===== config.mk =====
export PLATFORM = sky130hd
export DESIGN_NAME = dice_roller
export DESIGN_NICKNAME = d
export VERILOG_FILES = /design/src/rtl/dice_pkg.sv /design/src/rtl/dice_face_counter.sv /design/src/rtl/dice_sum_decode.sv /design/src/rtl/dice_roller.sv
export SDC_FILE = /design/constraint.sdc
export NUM_CORES = 1
export LEC_CHECK = 0
export CAP_MARGIN = 10
export CORE_MARGIN = 2
export CORE_UTILIZATION = 44
export DETAILED_ROUTE_END_ITERATION = 10
export GPL_TIMING_DRIVEN = 0
export PLACE_DENSITY = 0.81
export SLEW_MARGIN = 20
export SYNTH_ARGS = -nofsm -noshare
export SYNTH_HDL_FRONTEND = slang
export SYNTH_HIERARCHICAL = 1
export SYNTH_SLANG_ARGS = --single-unit

===== constraint.sdc =====
create_clock -name clk -period 2.6 [get_ports clk]
set_clock_uncertainty 0.15 [all_clocks]
set_input_delay 0.39 -clock clk [delete_from_list [all_inputs] [get_ports clk]]
set_output_delay 0.39 -clock clk [all_outputs]
set_load 0.1 [all_outputs]

===== src/rtl/dice_pkg.sv =====
package dice_pkg;

  typedef struct packed {
    logic seven;
    logic seven_or_eleven;
    logic two_three_twelve;
  } roll_flags_t;

  function automatic roll_flags_t classify_total(input int total, input int faces);
    roll_flags_t f;
    f.seven            = (total == faces + 1);
    f.seven_or_eleven  = (total == faces + 1) || (total == 2 * faces - 1);
    f.two_three_twelve = (total == 2) || (total == 3) || (total == 2 * faces);
    return f;
  endfunction

endpackage


===== src/rtl/dice_face_counter.sv =====
module dice_face_counter #(
  parameter int FACES  = 6,
  parameter int FACE_W = 3
) (
  input  logic              clk,
  input  logic              rst,
  input  logic              step,
  output logic [FACE_W-1:0] face
);

  localparam logic [FACE_W-1:0] TOP = FACE_W'(FACES);
  localparam logic [FACE_W-1:0] ONE = FACE_W'(1);

  always_ff @(posedge clk) begin
    if (rst) begin
      face <= ONE;
    end else if (step) begin
      if (face == TOP) face <= ONE;
      else             face <= face + ONE;
    end
  end

endmodule


===== src/rtl/dice_sum_decode.sv =====
module dice_sum_decode #(
  parameter int FACES  = 6,
  parameter int FACE_W = 3,
  parameter int SUM_W  = 4
) (
  input  logic              clk,
  input  logic              rst,
  input  logic [FACE_W-1:0] face_a,
  input  logic [FACE_W-1:0] face_b,
  output logic [SUM_W-1:0]  total,
  output dice_pkg::roll_flags_t flags
);

  logic [SUM_W-1:0]      total_next;
  dice_pkg::roll_flags_t flags_next;
  dice_pkg::roll_flags_t flags_rst;

  always_comb begin
    total_next = SUM_W'(face_a) + SUM_W'(face_b);
    flags_next = dice_pkg::classify_total(int'(total_next), FACES);
    flags_rst  = dice_pkg::classify_total(2, FACES);
  end

  always_ff @(posedge clk) begin
    if (rst) begin
      total <= SUM_W'(2);
      flags <= flags_rst;
    end else begin
      total <= total_next;
      flags <= flags_next;
    end
  end

endmodule


===== src/rtl/dice_roller.sv =====
module dice_roller #(
  parameter  int FACES  = 6,
  localparam int FACE_W = $clog2(FACES + 1),
  localparam int SUM_W  = $clog2(2 * FACES + 1)
) (
  input  logic              clk,
  input  logic              rst,
  input  logic              roll_en,
  output logic [FACE_W-1:0] die_a,
  output logic [FACE_W-1:0] die_b,
  output logic [SUM_W-1:0]  sum,
  output logic              sum_is_7,
  output logic              sum_7_or_11,
  output logic              sum_2_3_12
);

  localparam int NUM_DICE = 2;
  localparam logic [FACE_W-1:0] TOP = FACE_W'(FACES);

  logic [FACE_W-1:0]     faces [NUM_DICE];
  logic [NUM_DICE-1:0]   carry;
  dice_pkg::roll_flags_t flags;

  assign carry[0] = roll_en;

  for (genvar i = 0; i < NUM_DICE; i++) begin : g_die
    if (i > 0) begin : g_cascade
      assign carry[i] = carry[i-1] && (faces[i-1] == TOP);
    end
    dice_face_counter #(
      .FACES  (FACES),
      .FACE_W (FACE_W)
    ) u_cnt (
      .clk  (clk),
      .rst  (rst),
      .step (carry[i]),
      .face (faces[i])
    );
  end

  dice_sum_decode #(
    .FACES  (FACES),
    .FACE_W (FACE_W),
    .SUM_W  (SUM_W)
  ) u_dec (
    .clk    (clk),
    .rst    (rst),
    .face_a (faces[0]),
    .face_b (faces[1]),
    .total  (sum),
    .flags  (flags)
  );

  assign die_a       = faces[0];
  assign die_b       = faces[1];
  assign sum_is_7    = flags.seven;
  assign sum_7_or_11 = flags.seven_or_eleven;
  assign sum_2_3_12  = flags.two_three_twelve;

endmodule


* Word-level counts from Yosys, hierarchy flattened
Index checks and enable logic that the tools add are counted.
Storage, ports and cells: flip-flop bits (word level) 13, bits in latches 0, RAM bits 0, bits in read-only memories 0, bits of input ports 3, logic and storage cells 22, memories 0
Operators by class: add/subtract/negate cells 3, multiply operators 0, div/mod/pow operators 0, $lt $le $gt $ge 0, eq/ne operators 7, shifts and indexed selects 0, muxes and demuxes 2, bitwise gates (word level) 0, reduce and logical (&&, ||, !) cells 4
Operator list (number):
- $eq 4x3->1 const B | 3
- $eq 4x4->1 const B | 2
- $add 3x1->3 const B | 2
- $eq 3x3->1 const B | 2
- $mux 3 | 2
- $add 3x3->4 | 1
- $logic_or 1x1->1 | 3
- $logic_and 1x1->1 | 1

* Logic depth before layout (Yosys ltp)
Gate-level depths: netlist of run 1.
depth in word-level cells 4, mapped depth 5, depth with buffers taken out 5

* Hierarchy
Netlist of run 1, hierarchy kept.
Modules (own cells, without submodules):
- dice_sum_decode | times used 1, cells an instance 29, area an instance 316.6 µm², seq. area each 140.1 µm²
- dice_face_counter | times used 2, cells an instance 11, area an instance 127.6 µm², seq. area each 60.1 µm²
- dice_roller | times used 1, cells an instance 1, area an instance 10.0 µm², seq. area each 0.0 µm²

* Least setup slack after synthesis of run 1
OpenSTA, ideal clock, no wires.
path kind reg-to-reg, start reg g_die[0].u_cnt.face[0], end reg u_dec/flags[0] (netlist name), library setup time 83 ps, arrival time 2308 ps, data required time 2367 ps, slack 60 ps, cell stages (with the launch flop) 5, cell sequence dfxtp_1 ha_1 fa_1 or3_1 o221ai_1
On the way: word-level cells in the longest chain between the ends 4
Ends and longest elaborated chain:
- from (decl) | line dice_face_counter.sv:8 | output logic [FACE_W-1:0] face
- from (signal assigned) | line dice_face_counter.sv:19 | else face <= face + ONE;
- $add 3x3->4 (*) | line dice_sum_decode.sv:19 | total_next = SUM_W'(face_a) + SUM_W'(face_b);
- named net u_dec.total_next[1] | line dice_sum_decode.sv:14 | logic [SUM_W-1:0] total_next;
- $eq 4x3->1 | line dice_pkg.sv:13 | f.two_three_twelve = (total == 2) || (total == 3) || (total == 2 * faces);
- $logic_or 1x1->1 | line dice_pkg.sv:13
- $logic_or 1x1->1 (*) | line dice_pkg.sv:13
Mark *: on every way through the listed nets, which the timed path passes. The rest lies on a longest branch. A chain may end at the register's enable or synchronous reset.

* Worst setup path after layout of run 1
start reg g_die[0].u_cnt.face[1], end out die_a[1]
RTL lines:
- to (decl) | line dice_roller.sv:9 | output logic [FACE_W-1:0] die_a,
No word-level cell between the ends.

==> results by group, run 1 <==
Min path
  – Hold Path Class: register to register
  – Hold path cells: 2
  – Hold path startpoint: g_die[1].u_cnt/face[0]$_SDFFE_PP1P_
  – Hold Path End: g_die[1].u_cnt/face[2]$_SDFFE_PP0P_

Finish
  – Inserted Diodes: 0
  – Area Growth Syn to Fin: 33.55%
  – Final Cell Area: 777.0 µm²
  – Layout Cells excl Fill: 86
  – Layout fillers: 118
  – Util after Layout: 61.24%
  – Share of layout cells above drive strength 1: 11.27%
  – Fin nets: 79

Status
  – Outcome: complete, no violations

Route
  – DR vias/cell: 5.337
  – Initial DRT Pass Iterations: 4
  – Drt initial violations: 3
  – Via count of the routed design: 459
  – WL/cell: 11.53 µm
  – Final WL: 992 µm
  – Residual DRC count: 0
  – ANT nets after route: 0

GRT
  – GR Util met3: 5.000%
  – GR Overflow Total: 0
  – Vias in the first global route: 395
  – Largest net degree at the start of global routing: 13
  – M1 GR Usage: 19.73%
  – Met2 GRT Util: 24.21%
  – GR peak layer: met2
  – Total global-route track usage: 16.11%
  – First-pass GRT wire length: 1656 µm
  – Initial antenna violation count: 0

Critical path
  – Crit path kind: register to output pin
  – Worst Setup End Kind: output pin
  – Crit path depth: 1
  – Buf/Inv on CP: 1
  – Worst setup path startpoint: g_die[0].u_cnt/face[1]$_SDFFE_PP0P_
  – CP max-delay cell: clkdlybuf4s50_1
  – Reg-to-Reg End: u_dec/flags[0]$_SDFF_PP1_
  – Top Family by Delay on Critical Path: buffers and inverters
  – Crit start category: register
  – R2R setup slack: 0.61 ns
  – Worst r2r src: g_die[0].u_cnt/face[0]$_SDFFE_PP1P_
  – R2R depth: 5
  – Critical path required time: 2.06 ns
  – Arrival time at the worst endpoint: 1.95 ns
  – Peak fanout along the critical path: 8
  – CP max stage delay: 1.19 ns
  – CP Cell Sequence: clkdlybuf4s50_1

Placement
  – Post-Place Cells: 82
  – Count of input and output buffers: 15
  – Placed wire-length estimate: 735.4 µm
  – Area after DPL: 750.7 µm²
  – Final RePlAce weighted congestion: 0.6721

STA
  – Worst slew pin tran: 0.9735 ns
  – Fin. max-slew vios: 0
  – RSZ-0062 raised after global routing: false
  – Fmax: 401.2 MHz
  – Max-slew headroom: 34.90%
  – Final Hold Viols: 0
  – Endpoints failing setup: 0
  – Minimum clock period: 2.493 ns
  – Tcrit/Tclk final: 95.88%
  – Final TNS setup: 0 ns

Synth
  – Proportion of synthesized area in mux cells: 1.720%
  – Syn Nets: 59
  – Most area-hungry cell type in the Yosys netlist: dfxtp_1
  – Largest family of logic cells by synthesized area: simple AND/OR/NAND/NOR gates
  – Synthesized area: 581.8 µm²
  – Area contributors post-synth: dfxtp_1 (45%), ha_1 (6.5%), nand4b_1 (4.5%), xnor2_1 (4.5%), a21bo_1 (3.4%)
  – Post-Synth Adder-Cell Area: 9.892%
  – Compound-Gate Fraction of Synth Area: 15.27%
  – #FFs+latches synth: 13
  – Synth Area in XOR/XNOR: 6.022%
  – Synth unique cells: 24
  – Cell count after synthesis: 52
  – Share of the synthesized area in the top cell type: 44.73%
  – Synth Area in Simple Gates: 22.37%
  – Sequential area share after synthesis: 44.73%
  – Avg Cell Area, Syn: 11.19 µm²
  – Synth Warn #: 6

Power
  – Leakage: 0.3252 nW
  – Peak VDD IR: 0.3053 mV
  – Pwr/cell area: 655.0 nW/µm²

Die
  – Std-Cell Rows: 13
  – I/O Pins: 16
  – Initial core utilization: 45.86%
  – Die X: 40.37 µm
  – Die ar.: 1629 µm²
  – Core Footprint: 1269 µm²
  – Die Ht: 40.37 µm

Clock tree
  – CTS tree: done
  – CTS Hold Bufs: 0
  – # clock sinks: 13
  – Worst-skew pair later-pin latency: 0.27 ns
  – Reg clk slew, reported paths: 0.08 ns
  – CTS buffer count: 3
  – Post-CTS resize count: 0
  – H-tree level count: 1
  – Setup bufs post-CTS: 0
  – Root Buffer: clkbuf_4
  – CTS Buffer Depth: 2

Job
  – Max cap viols: 0
[metal layers]
layer,wire (µm),vias up
met5,0,-
met4,0,0
met3,53,0
met2,489,16
met1,449,213
li1,-,230
[power breakdown]
| part | internal (mW) | switching (mW) |
|---|---|---|
| sequential | 0.211 | 0.0101 |
| clock | 0.0594 | 0.0612 |
| combinational | 0.0469 | 0.120 |
[sequential cells by signal, indices dropped and copies added (netlist names)]
name,flops
g_die.u_cnt/face,6
u_dec/total,4
u_dec/flags,3
[cell usage after synthesis (all sizes together)]
| library cell | n |
|---|---|
| nand2b | 2 |
| a21o | 1 |
| and3 | 1 |
| ha | 3 |
| fa | 1 |
| nand2 | 2 |
| a21oi | 5 |
| nor3 | 2 |
| nor4b | 1 |
| nand4b | 3 |
| nor2 | 3 |
| o221ai | 1 |
| or3 | 1 |
| o211a | 2 |
| xor2 | 1 |
| and3b | 1 |
| nor2b | 1 |
| or2 | 1 |
| xnor2 | 3 |
| and4b | 1 |
| a21bo | 2 |
| mux2i | 1 |
| dfxtp | 13 |
[cell type report]
cell class	count	area, µm²	share of cell area (%)
clock buffers	4	26.28	3.382
well taps	15	18.77	2.415
multi-input cells	39	321.6	41.38
repair buffers	15	150.1	19.32
flip-flops and latches	13	260.3	33.49
[stage by stage]
| stage | power (mW) | setup WS [ns] | hold WS, ns |
|---|---|---|---|
| floorplan | 0.3549 | 0.05979 | 0.3024 |
| global placement | 0.3911 | 0.4006 | 0.4181 |
| detailed placement | 0.3931 | 0.4014 | 0.4290 |
| CTS | 0.5161 | 0.08390 | 0.4427 |
| global route | 0.5376 | 0.03520 | 0.4659 |
| finish | 0.5089 | 0.1072 | 0.4400 |
[cell families after synthesis]
kind of cell	after synthesis
flip-flops	13
adder cells (fa/ha/maj)	4
XOR/XNOR	4
AND/OR/NAND/NOR	19
multiplexers	1
AO/OA/AOI/OAI	11
[worst reg2reg max path, cell delays in order, from the launching register on]
cell      delay (ns)
dfxtp_1         0.38
ha_1            0.26
fa_1            0.46
xnor2_1         0.19
or3_1           0.31
o221ai_1        0.16
[cell usage in the layout, fill, tap and decap left out]
cell             count
and3_1               1
or3_1                1
a21oi_1              3
nor2_1               3
and3b_1              1
and4b_1              1
nor4b_1              1
nand4b_1             3
nand2b_1             2
a21o_1               1
nor2b_1              1
nor3_2               2
a21oi_2              2
fa_1                 1
or2_2                1
o211a_1              2
dfxtp_1             13
xnor2_1              3
clkdlybuf4s50_1     15
clkbuf_1             1
clkbuf_4             3
ha_1                 3
xor2_1               1
mux2i_1              1
nand2_1              2
a21bo_1              2
o221ai_1             1
[worst max-delay path by stage]
stage / endpoint / slack, ns
after global routing: die_a[1] / 0.04
after global placement: die_a[1] / 0.40
final: die_a[1] / 0.11
after CTS: die_a[1] / 0.08
after floorplan: u_dec/flags[0]$_SDFF_PP1_ / 0.06
after detailed placement: die_a[1] / 0.40
Power figures use the tool's default switching activity.
==> run 2, diff against run 1 <==
--- a/config.mk
+++ b/config.mk
@@ -8,11 +8,12 @@
 export CAP_MARGIN = 10
 export CORE_MARGIN = 2
 export CORE_UTILIZATION = 44
+export CTS_BUF_LIST = sky130_fd_sc_hd__clkbuf_8 sky130_fd_sc_hd__clkbuf_16
 export DETAILED_ROUTE_END_ITERATION = 10
 export GPL_TIMING_DRIVEN = 0
+export HOLD_SLACK_MARGIN = 0.15
 export PLACE_DENSITY = 0.81
 export SLEW_MARGIN = 20
 export SYNTH_ARGS = -nofsm -noshare
 export SYNTH_HDL_FRONTEND = slang
-export SYNTH_HIERARCHICAL = 1
 export SYNTH_SLANG_ARGS = --single-unit
==> run 2 against run 1 <==
Worst hold slack worse by 0.063 ns; worst setup slack better by 0.039 ns; first-iteration DRC count grew to 2.7 times the previous value; die area is 0.99% lower; synthesized area fell by 1.1%; sequential cell count unchanged.
==> results by group, run 2 <==
Power
  – Reg power frac: 39.9% (was 43.5%)
  – Overall power: 0.5535 mW (was 0.5089 mW)
  – Internal power: 0.3592 mW (was 0.3176 mW)
  – Leakage: 0.3353 nW (was 0.3252 nW)
  – Pwr/cell area: 701.1 nW/µm² (was 655.0 nW/µm²)
  – Peak VDD IR: 0.3691 mV (was 0.3053 mV)
  – Combinational power share: 28.4% (was 32.8%)
  – Switching share of power: 35.11% (was 37.60%)
  – P_sw: 0.1943 mW (was 0.1914 mW)
  – Clock power frac: 31.7% (was 23.7%)

Critical path
  – Critical path required time: 2.06 ns (about the same)
  – Worst Setup End Kind: output pin (unchanged)
  – R2R depth: 5 (unchanged)
  – Arrival time at the worst endpoint: 1.91 ns (was 1.95 ns)
  – Peak fanout along the critical path: 8 (unchanged)
  – Crit path kind: register to output pin (unchanged)
  – Setup crit end: die_a[1] (unchanged)
  – Worst r2r src: g_die[0].u_cnt.face[0]$_SDFFE_PP1P_ (was g_die[0].u_cnt/face[0]$_SDFFE_PP1P_)
  – Worst setup path startpoint: g_die[0].u_cnt.face[1]$_SDFFE_PP0P_ (was g_die[0].u_cnt/face[1]$_SDFFE_PP0P_)
  – Top Family by Delay on Critical Path: buffers and inverters (unchanged)
  – CP max stage delay: 1.19 ns (about the same)
  – Crit start category: register (unchanged)
  – CP Cell Sequence: clkdlybuf4s50_1 (unchanged)
  – Buf/Inv on CP: 1 (unchanged)
  – R2R setup slack: 0.60 ns (was 0.61 ns)
  – CP max-delay cell: clkdlybuf4s50_1 (unchanged)
  – Crit path depth: 1 (unchanged)
  – Reg-to-Reg End: u_dec.flags[0]$_SDFF_PP1_ (was u_dec/flags[0]$_SDFF_PP1_)

Route
  – Residual DRC count: 0 (unchanged)
  – Initial DRT Pass Iterations: 6 (was 4)
  – ANT nets after route: 0 (unchanged)
  – Via count of the routed design: 469 (was 459)
  – DR vias/cell: 5.154 (was 5.337)
  – Drt initial violations: 8 (was 3)
  – Final WL: 1082 µm (was 992 µm)
  – WL/cell: 11.89 µm (was 11.53 µm)

Clock tree
  – Reg clk slew, reported paths: 0.05 ns (was 0.08 ns)
  – CTS Hold Bufs: 0 (unchanged)
  – Worst-skew pair later-pin latency: 0.24 ns (was 0.27 ns)
  – Setup bufs post-CTS: 0 (unchanged)
  – CTS Buffer Depth: 2 (unchanged)
  – Root Buffer: clkbuf_8 (was clkbuf_4)
  – Post-CTS resize count: 0 (unchanged)
  – CTS buffer count: 3 (unchanged)
  – CTS tree: done (unchanged)
  – H-tree level count: 1 (unchanged)
  – # clock sinks: 13 (unchanged)

STA
  – Final Hold Viols: 0 (unchanged)
  – Final TNS setup: 0 ns (unchanged)
  – Minimum clock period: 2.453 ns (was 2.493 ns)
  – Fin. max-slew vios: 0 (unchanged)
  – Endpoints failing setup: 0 (unchanged)
  – Tcrit/Tclk final: 94.36% (was 95.88%)
  – Max-slew headroom: 34.54% (was 34.90%)
  – Worst hold margin: 0.3765 ns (was 0.4400 ns)
  – RSZ-0062 raised after global routing: false (unchanged)
  – Worst slew pin tran: 0.9788 ns (was 0.9735 ns)
  – PnR worst setup slack: 0.1466 ns (was 0.1072 ns)
  – Fmax: 407.6 MHz (was 401.2 MHz)

Finish
  – Commonest non-fill, non-tap cell in the layout: clkdlybuf4s50_1 (unchanged)
  – Layout fillers: 112 (was 118)
  – Area Growth Syn to Fin: 37.17% (was 33.55%)
  – Layout Cells excl Fill: 91 (was 86)
  – Biggest regs: g_die.u_cnt.face x6, u_dec.total x4, u_dec.flags x3 (was g_die.u_cnt/face x6, u_dec/total x4, u_dec/flags x3)
  – Inserted Diodes: 0 (unchanged)
  – Fin nets: 84 (was 79)
  – Max reg flops: 6 (unchanged)
  – Final Cell Area: 789.5 µm² (was 777.0 µm²)
  – Largest Register: g_die.u_cnt.face (was g_die.u_cnt/face)
  – Util after Layout: 63.04% (was 61.24%)
  – Share of layout cells above drive strength 1: 7.895% (was 11.27%)
  – Most frequent cells in the layout: clkdlybuf4s50_1 (15), dfxtp_1 (13), a21oi_1 (5), nand2_1 (5) (was clkdlybuf4s50_1 (15), dfxtp_1 (13))

GRT
  – Largest net degree at the start of global routing: 11 (was 13)
  – GR Overflow Total: 0 (unchanged)
  – Vias in the first global route: 391 (was 395)
  – Initial antenna violation count: 0 (unchanged)
  – Total global-route track usage: 15.68% (was 16.11%)
  – First-pass GRT wire length: 1656 µm (unchanged)

Synth
  – Cell count after synthesis: 57 (was 52)
  – Compound-Gate Fraction of Synth Area: 11.30% (was 15.27%)
  – Synthesized area: 575.6 µm² (was 581.8 µm²)
  – Post-Synth Adder-Cell Area: 10.00% (was 9.892%)
  – Synth Area in Simple Gates: 24.13% (was 22.37%)
  – Number of synthesized flops with an enable pin: 0 (unchanged)
  – Most numerous cell in the Yosys netlist: dfxtp_1 (unchanged)
  – Synth Area in XOR/XNOR: 6.087% (was 6.022%)
  – Largest family of logic cells by synthesized area: simple AND/OR/NAND/NOR gates (unchanged)
  – Synth Warn #: 0 (was 6)
  – Top cells by count, synth: dfxtp_1 (13), a21oi_1 (5), nand2_1 (5)
  – Area contributors post-synth: dfxtp_1 (45%), ha_1 (6.5%), xnor2_1 (4.6%), a21oi_1 (4.3%), fa_1 (3.5%) (was dfxtp_1 (45%), ha_1 (6.5%), nand4b_1 (4.5%), xnor2_1 (4.5%), a21bo_1 (3.4%))
  – Syn Nets: 64 (was 59)
  – Synth unique cells: 28 (was 24)
  – Proportion of synthesized area in mux cells: 1.739% (was 1.720%)
  – #FFs+latches synth: 13 (unchanged)
  – Most area-hungry cell type in the Yosys netlist: dfxtp_1 (unchanged)
  – Avg Cell Area, Syn: 10.10 µm² (was 11.19 µm²)
  – Most used DFF post-synth: dfxtp_1 (unchanged)
  – Share of the synthesized area in the top cell type: 45.22% (was 44.73%)
  – Sequential area share after synthesis: 45.22% (was 44.73%)
  – Asr flop ratio synth: 0% (unchanged)

Job
  – Max cap viols: 0 (unchanged)

Placement
  – Final RePlAce weighted congestion: 0.7357 (was 0.6721)
  – Placed wire-length estimate: 772.6 µm (was 735.4 µm)
  – Post-Place Cells: 87 (was 82)
  – Area after DPL: 744.5 µm² (was 750.7 µm²)
  – Count of input and output buffers: 15 (unchanged)
  – Worst slack, placed: 0.4108 ns (was 0.4014 ns)

Die
  – Die ar.: 1613 µm² (was 1629 µm²)
  – I/O Pins: 16 (unchanged)
  – Die Ht: 40.17 µm (was 40.37 µm)
  – Core Footprint: 1252 µm² (was 1269 µm²)
  – Die X: 40.17 µm (was 40.37 µm)
  – Std-Cell Rows: 13 (unchanged)
  – Initial core utilization: 45.95% (was 45.86%)

Status
  – Outcome: complete, no violations (unchanged)

Min path
  – Hold path cells: 2 (unchanged)
  – Hold Path Class: register to register (unchanged)
-- run 2: how the worst min path moves through the flow --
stage | slack, ns | from | endpoint
after floorplan | 0.37 | roll_en | g_die[0].u_cnt.face[0]$_SDFFE_PP1P_
final | 0.38 | g_die[0].u_cnt.face[2]$_SDFFE_PP0P_ | g_die[0].u_cnt.face[2]$_SDFFE_PP0P_
after global placement | 0.36 | g_die[0].u_cnt.face[2]$_SDFFE_PP0P_ | g_die[0].u_cnt.face[2]$_SDFFE_PP0P_
after global routing | 0.41 | g_die[0].u_cnt.face[2]$_SDFFE_PP0P_ | g_die[0].u_cnt.face[2]$_SDFFE_PP0P_
after detailed placement | 0.37 | g_die[0].u_cnt.face[2]$_SDFFE_PP0P_ | g_die[0].u_cnt.face[2]$_SDFFE_PP0P_
after CTS | 0.37 | g_die[0].u_cnt.face[2]$_SDFFE_PP0P_ | g_die[0].u_cnt.face[2]$_SDFFE_PP0P_
-- run 2: cell type report --
| type | count | area, µm² | share of cell area, % |
|---|---|---|---|
| sequential | 13 | 260.3 | 32.96 |
| multi-input combinational | 42 | 306.5 | 38.83 |
| clock buffer | 3 | 41.29 | 5.230 |
| timing repair buffer | 15 | 150.1 | 19.02 |
| tap | 15 | 18.77 | 2.377 |
| buffer | 2 | 8.758 | 1.109 |
| clock inverter | 1 | 3.754 | 0.4754 |
-- run 2: power groups by stage --
stage / clock [mW] / combinational [mW] / sequential [mW]
2_1_floorplan: 0 / 0.0384 / 0.308
6_report: 0.176 / 0.157 / 0.221
5_1_grt: 0.185 / 0.166 / 0.222
3_3_place_gp: 0 / 0.155 / 0.225
3_5_place_dp: 0 / 0.157 / 0.225
4_1_cts: 0.176 / 0.157 / 0.221
-- run 2: logic make-up after synthesis --
| family | after synthesis |
|---|---|
| compound gates | 10 |
| xor+xnor | 4 |
| flops | 13 |
| buf+inv | 2 |
| simple gates | 23 |
| fa+ha+maj | 4 |
| mux | 1 |
-- run 2: per-layer routing --
layer	GRT usage [%]	up-vias	wire length [µm]
met5	0	-	0
met1	19.80	214	502
li1	-	241	-
met3	5.556	2	62
met4	5.172	0	11
met2	24.60	12	505
==> run 3, diff against run 2 <==
--- a/config.mk
+++ b/config.mk
@@ -7,12 +7,12 @@
 export LEC_CHECK = 0
 export CAP_MARGIN = 10
 export CORE_MARGIN = 2
-export CORE_UTILIZATION = 44
-export CTS_BUF_LIST = sky130_fd_sc_hd__clkbuf_8 sky130_fd_sc_hd__clkbuf_16
+export CORE_UTILIZATION = 40
+export CTS_BUF_LIST = sky130_fd_sc_hd__clkbuf_4 sky130_fd_sc_hd__clkbuf_8 sky130_fd_sc_hd__clkbuf_16
 export DETAILED_ROUTE_END_ITERATION = 10
 export GPL_TIMING_DRIVEN = 0
 export HOLD_SLACK_MARGIN = 0.15
-export PLACE_DENSITY = 0.81
+export PLACE_DENSITY = 0.78
 export SLEW_MARGIN = 20
 export SYNTH_ARGS = -nofsm -noshare
 export SYNTH_HDL_FRONTEND = slang
==> constraint.sdc (replaced) <==
create_clock -name clk -period 2.13 [get_ports clk]
set_clock_uncertainty 0.15 [all_clocks]
set_input_delay 0.3195 -clock clk [delete_from_list [all_inputs] [get_ports clk]]
set_output_delay 0.3195 -clock clk [all_outputs]
set_load 0.1 [all_outputs]
==> run 3 against run 2 <==
Worst hold slack got worse by 0.031 ns; core utilization down 4.5 points; first-iteration DRC count shrank 38%; routed wire length increased by 0.83%; sequential share of layout area rose by 2.4 points; final area decreased by 2.4%; critical path depth stayed put; count of clock-buffer cells in the layout up 1; register-to-register slack worse by 0.43 ns; sequential cell count stayed put; non-clock buffer count did not move; clock power decreased by 8%; critical path type unchanged.
==> results by group, run 3 (synthesis results as in run 2) <==
Status
  – Outcome: complete, no violations (unchanged)

Finish
  – Commonest non-fill, non-tap cell in the layout: dlygate4sd2_1 (was clkdlybuf4s50_1)
  – Util after Layout: 58.50% (was 63.04%)
  – Share of layout cells above drive strength 1: 17.11% (was 7.895%)
  – Area Growth Syn to Fin: 33.91% (was 37.17%)
  – Largest Register: g_die.u_cnt.face (unchanged)
  – Max reg flops: 6 (unchanged)
  – Fin nets: 84 (unchanged)
  – Inserted Diodes: 0 (unchanged)
  – Biggest regs: g_die.u_cnt.face x6, u_dec.total x4, u_dec.flags x3 (unchanged)
  – Layout fillers: 124 (was 112)
  – Most frequent cells in the layout: dlygate4sd2_1 (13), dfxtp_1 (7), a21oi_1 (5), nand2_1 (5) (was clkdlybuf4s50_1 (15), dfxtp_1 (13), a21oi_1 (5), nand2_1 (5))
  – Layout Cells excl Fill: 91 (unchanged)

Clock tree
  – CTS buffer count: 3 (unchanged)
  – # clock sinks: 13 (unchanged)
  – H-tree level count: 1 (unchanged)
  – CTS tree: done (unchanged)
  – Reg clk slew, reported paths: 0.08 ns (was 0.05 ns)
  – Root Buffer: clkbuf_4 (was clkbuf_8)
  – Setup bufs post-CTS: 0 (unchanged)
  – CTS Buffer Depth: 2 (unchanged)
  – Worst-skew pair later-pin latency: 0.28 ns (was 0.24 ns)

Critical path
  – R2R setup slack: 0.17 ns (was 0.60 ns)
  – CP max-delay cell: dlygate4sd2_1 (was clkdlybuf4s50_1)
  – Buf/Inv on CP: 1 (unchanged)
  – Top Family by Delay on Critical Path: buffers and inverters (unchanged)
  – Crit path kind: register to output pin (unchanged)
  – Peak fanout along the critical path: 8 (unchanged)
  – CP max stage delay: 0.88 ns (was 1.19 ns)
  – Crit start category: register (unchanged)
  – Critical path required time: 1.66 ns (was 2.06 ns)
  – CP Cell Sequence: dlygate4sd2_1 (was clkdlybuf4s50_1)
  – Worst Setup End Kind: output pin (unchanged)
  – Arrival time at the worst endpoint: 1.58 ns (was 1.91 ns)

STA
  – Fin. max-slew vios: 0 (unchanged)
  – RSZ-0062 raised after global routing: false (unchanged)
  – Final TNS setup: 0 ns (unchanged)
  – Final Hold Viols: 0 (unchanged)
  – Endpoints failing setup: 0 (unchanged)
  – Worst slew pin tran: 0.9774 ns (was 0.9788 ns)
  – Tcrit/Tclk final: 96.21%
  – Fmax: 488.0 MHz
  – PnR worst setup slack: 0.08070 ns (was 0.1466 ns)
  – Minimum clock period: 2.049 ns
  – Max-slew headroom: 35.10% (was 34.54%)

Route
  – Via count of the routed design: 479 (was 469)
  – Residual DRC count: 0 (unchanged)
  – DR vias/cell: 5.264 (was 5.154)
  – Initial DRT Pass Iterations: 4 (was 6)
  – ANT nets after route: 0 (unchanged)
  – WL/cell: 11.99 µm (was 11.89 µm)
  – Final WL: 1091 µm (was 1082 µm)
  – Drt initial violations: 5 (was 8)

GRT
  – Initial antenna violation count: 0 (unchanged)
  – Largest net degree at the start of global routing: 11 (unchanged)
  – First-pass GRT wire length: 1994 µm (was 1656 µm)
  – Total global-route track usage: 15.36% (was 15.68%)
  – Vias in the first global route: 458 (was 391)
  – GR Overflow Total: 0 (unchanged)

Placement
  – Post-Place Cells: 87 (unchanged)
  – Placed wire-length estimate: 795.2 µm (was 772.6 µm)
  – Final RePlAce weighted congestion: 0.7916 (was 0.7357)
  – Worst slack, placed: 0.1065 ns (was 0.4108 ns)
  – Count of input and output buffers: 15 (unchanged)

Power
  – Peak VDD IR: 0.4550 mV (was 0.3691 mV)
  – Leakage: 0.3649 nW (was 0.3353 nW)
  – Pwr/cell area: 795.2 nW/µm² (was 701.1 nW/µm²)
  – Overall power: 0.6129 mW (was 0.5535 mW)

Min path
  – Hold Path Class: register to register (unchanged)

Die
  – Die X: 41.93 µm (was 40.17 µm)
  – Std-Cell Rows: 13 (unchanged)
  – Initial core utilization: 43.68% (was 45.95%)
  – Die Ht: 41.93 µm (was 40.17 µm)
  – Core Footprint: 1318 µm² (was 1252 µm²)
  – I/O Pins: 16 (unchanged)
  – Die ar.: 1758 µm² (was 1613 µm²)

Job
  – Max cap viols: 0 (unchanged)
## run 3: layout make-up
cell class / count / area [µm²] / area share [%]
repair buffers: 15 / 133.9 / 17.37
flip-flops and latches: 13 / 272.8 / 35.39
well taps: 15 / 18.77 / 2.435
multi-input cells: 42 / 306.5 / 39.77
plain buffers: 2 / 8.758 / 1.136
clock buffers: 4 / 30.03 / 3.896
## run 3: timing repair
action / CTS / global route
gates resized for setup: 13 / 0
hold buffers: 0 / 0
endpoints found under the setup margin: 13 / 0
## run 3: path summary, 6_finish.rpt
| path | start | endpoint | cells past startpoint |
|---|---|---|---|
| hold reg to reg | g_die[0].u_cnt.face[2]$_SDFFE_PP0P_ | g_die[0].u_cnt.face[2]$_SDFFE_PP0P_ | 2 |
| setup / recovery | g_die[0].u_cnt.face[1]$_SDFFE_PP0P_ | die_a[1] | 1 |
| setup reg to reg | g_die[0].u_cnt.face[0]$_SDFFE_PP1P_ | u_dec.flags[0]$_SDFF_PP1_ | 5 |
| hold / removal | g_die[0].u_cnt.face[2]$_SDFFE_PP0P_ | g_die[0].u_cnt.face[2]$_SDFFE_PP0P_ | 2 |
## run 3: through the flow
stage,instance area (µm²),hold WS (ns)
floorplan,588.1,0.3014
global placement,757.0,0.3307
detailed placement,757.0,0.3346
CTS,770.7,0.3461
global route,770.7,0.3929
finish,770.7,0.3455
## run 3: per-layer routing
| layer | part of all wire, % | vias up | wire [µm] | track usage (%) |
|---|---|---|---|---|
| li1 | - | 244 | - | - |
| met1 | 41 | 217 | 444 | 16.14 |
| met2 | 50 | 13 | 542 | 24.69 |
| met3 | 6.8 | 5 | 74 | 8.261 |
| met4 | 2.7 | 0 | 30 | 7.742 |
| met5 | 0 | - | 0 | 0 |
## run 3: where the power goes
part	total (mW)	leakage, nW	internal (mW)	switching (mW)
Combinational	0.182	0.238	0.0440	0.138
Sequential	0.268	0.108	0.257	0.0112
Clock	0.162	0.0184	0.0854	0.0770
Total	0.613	0.365	0.386	0.227
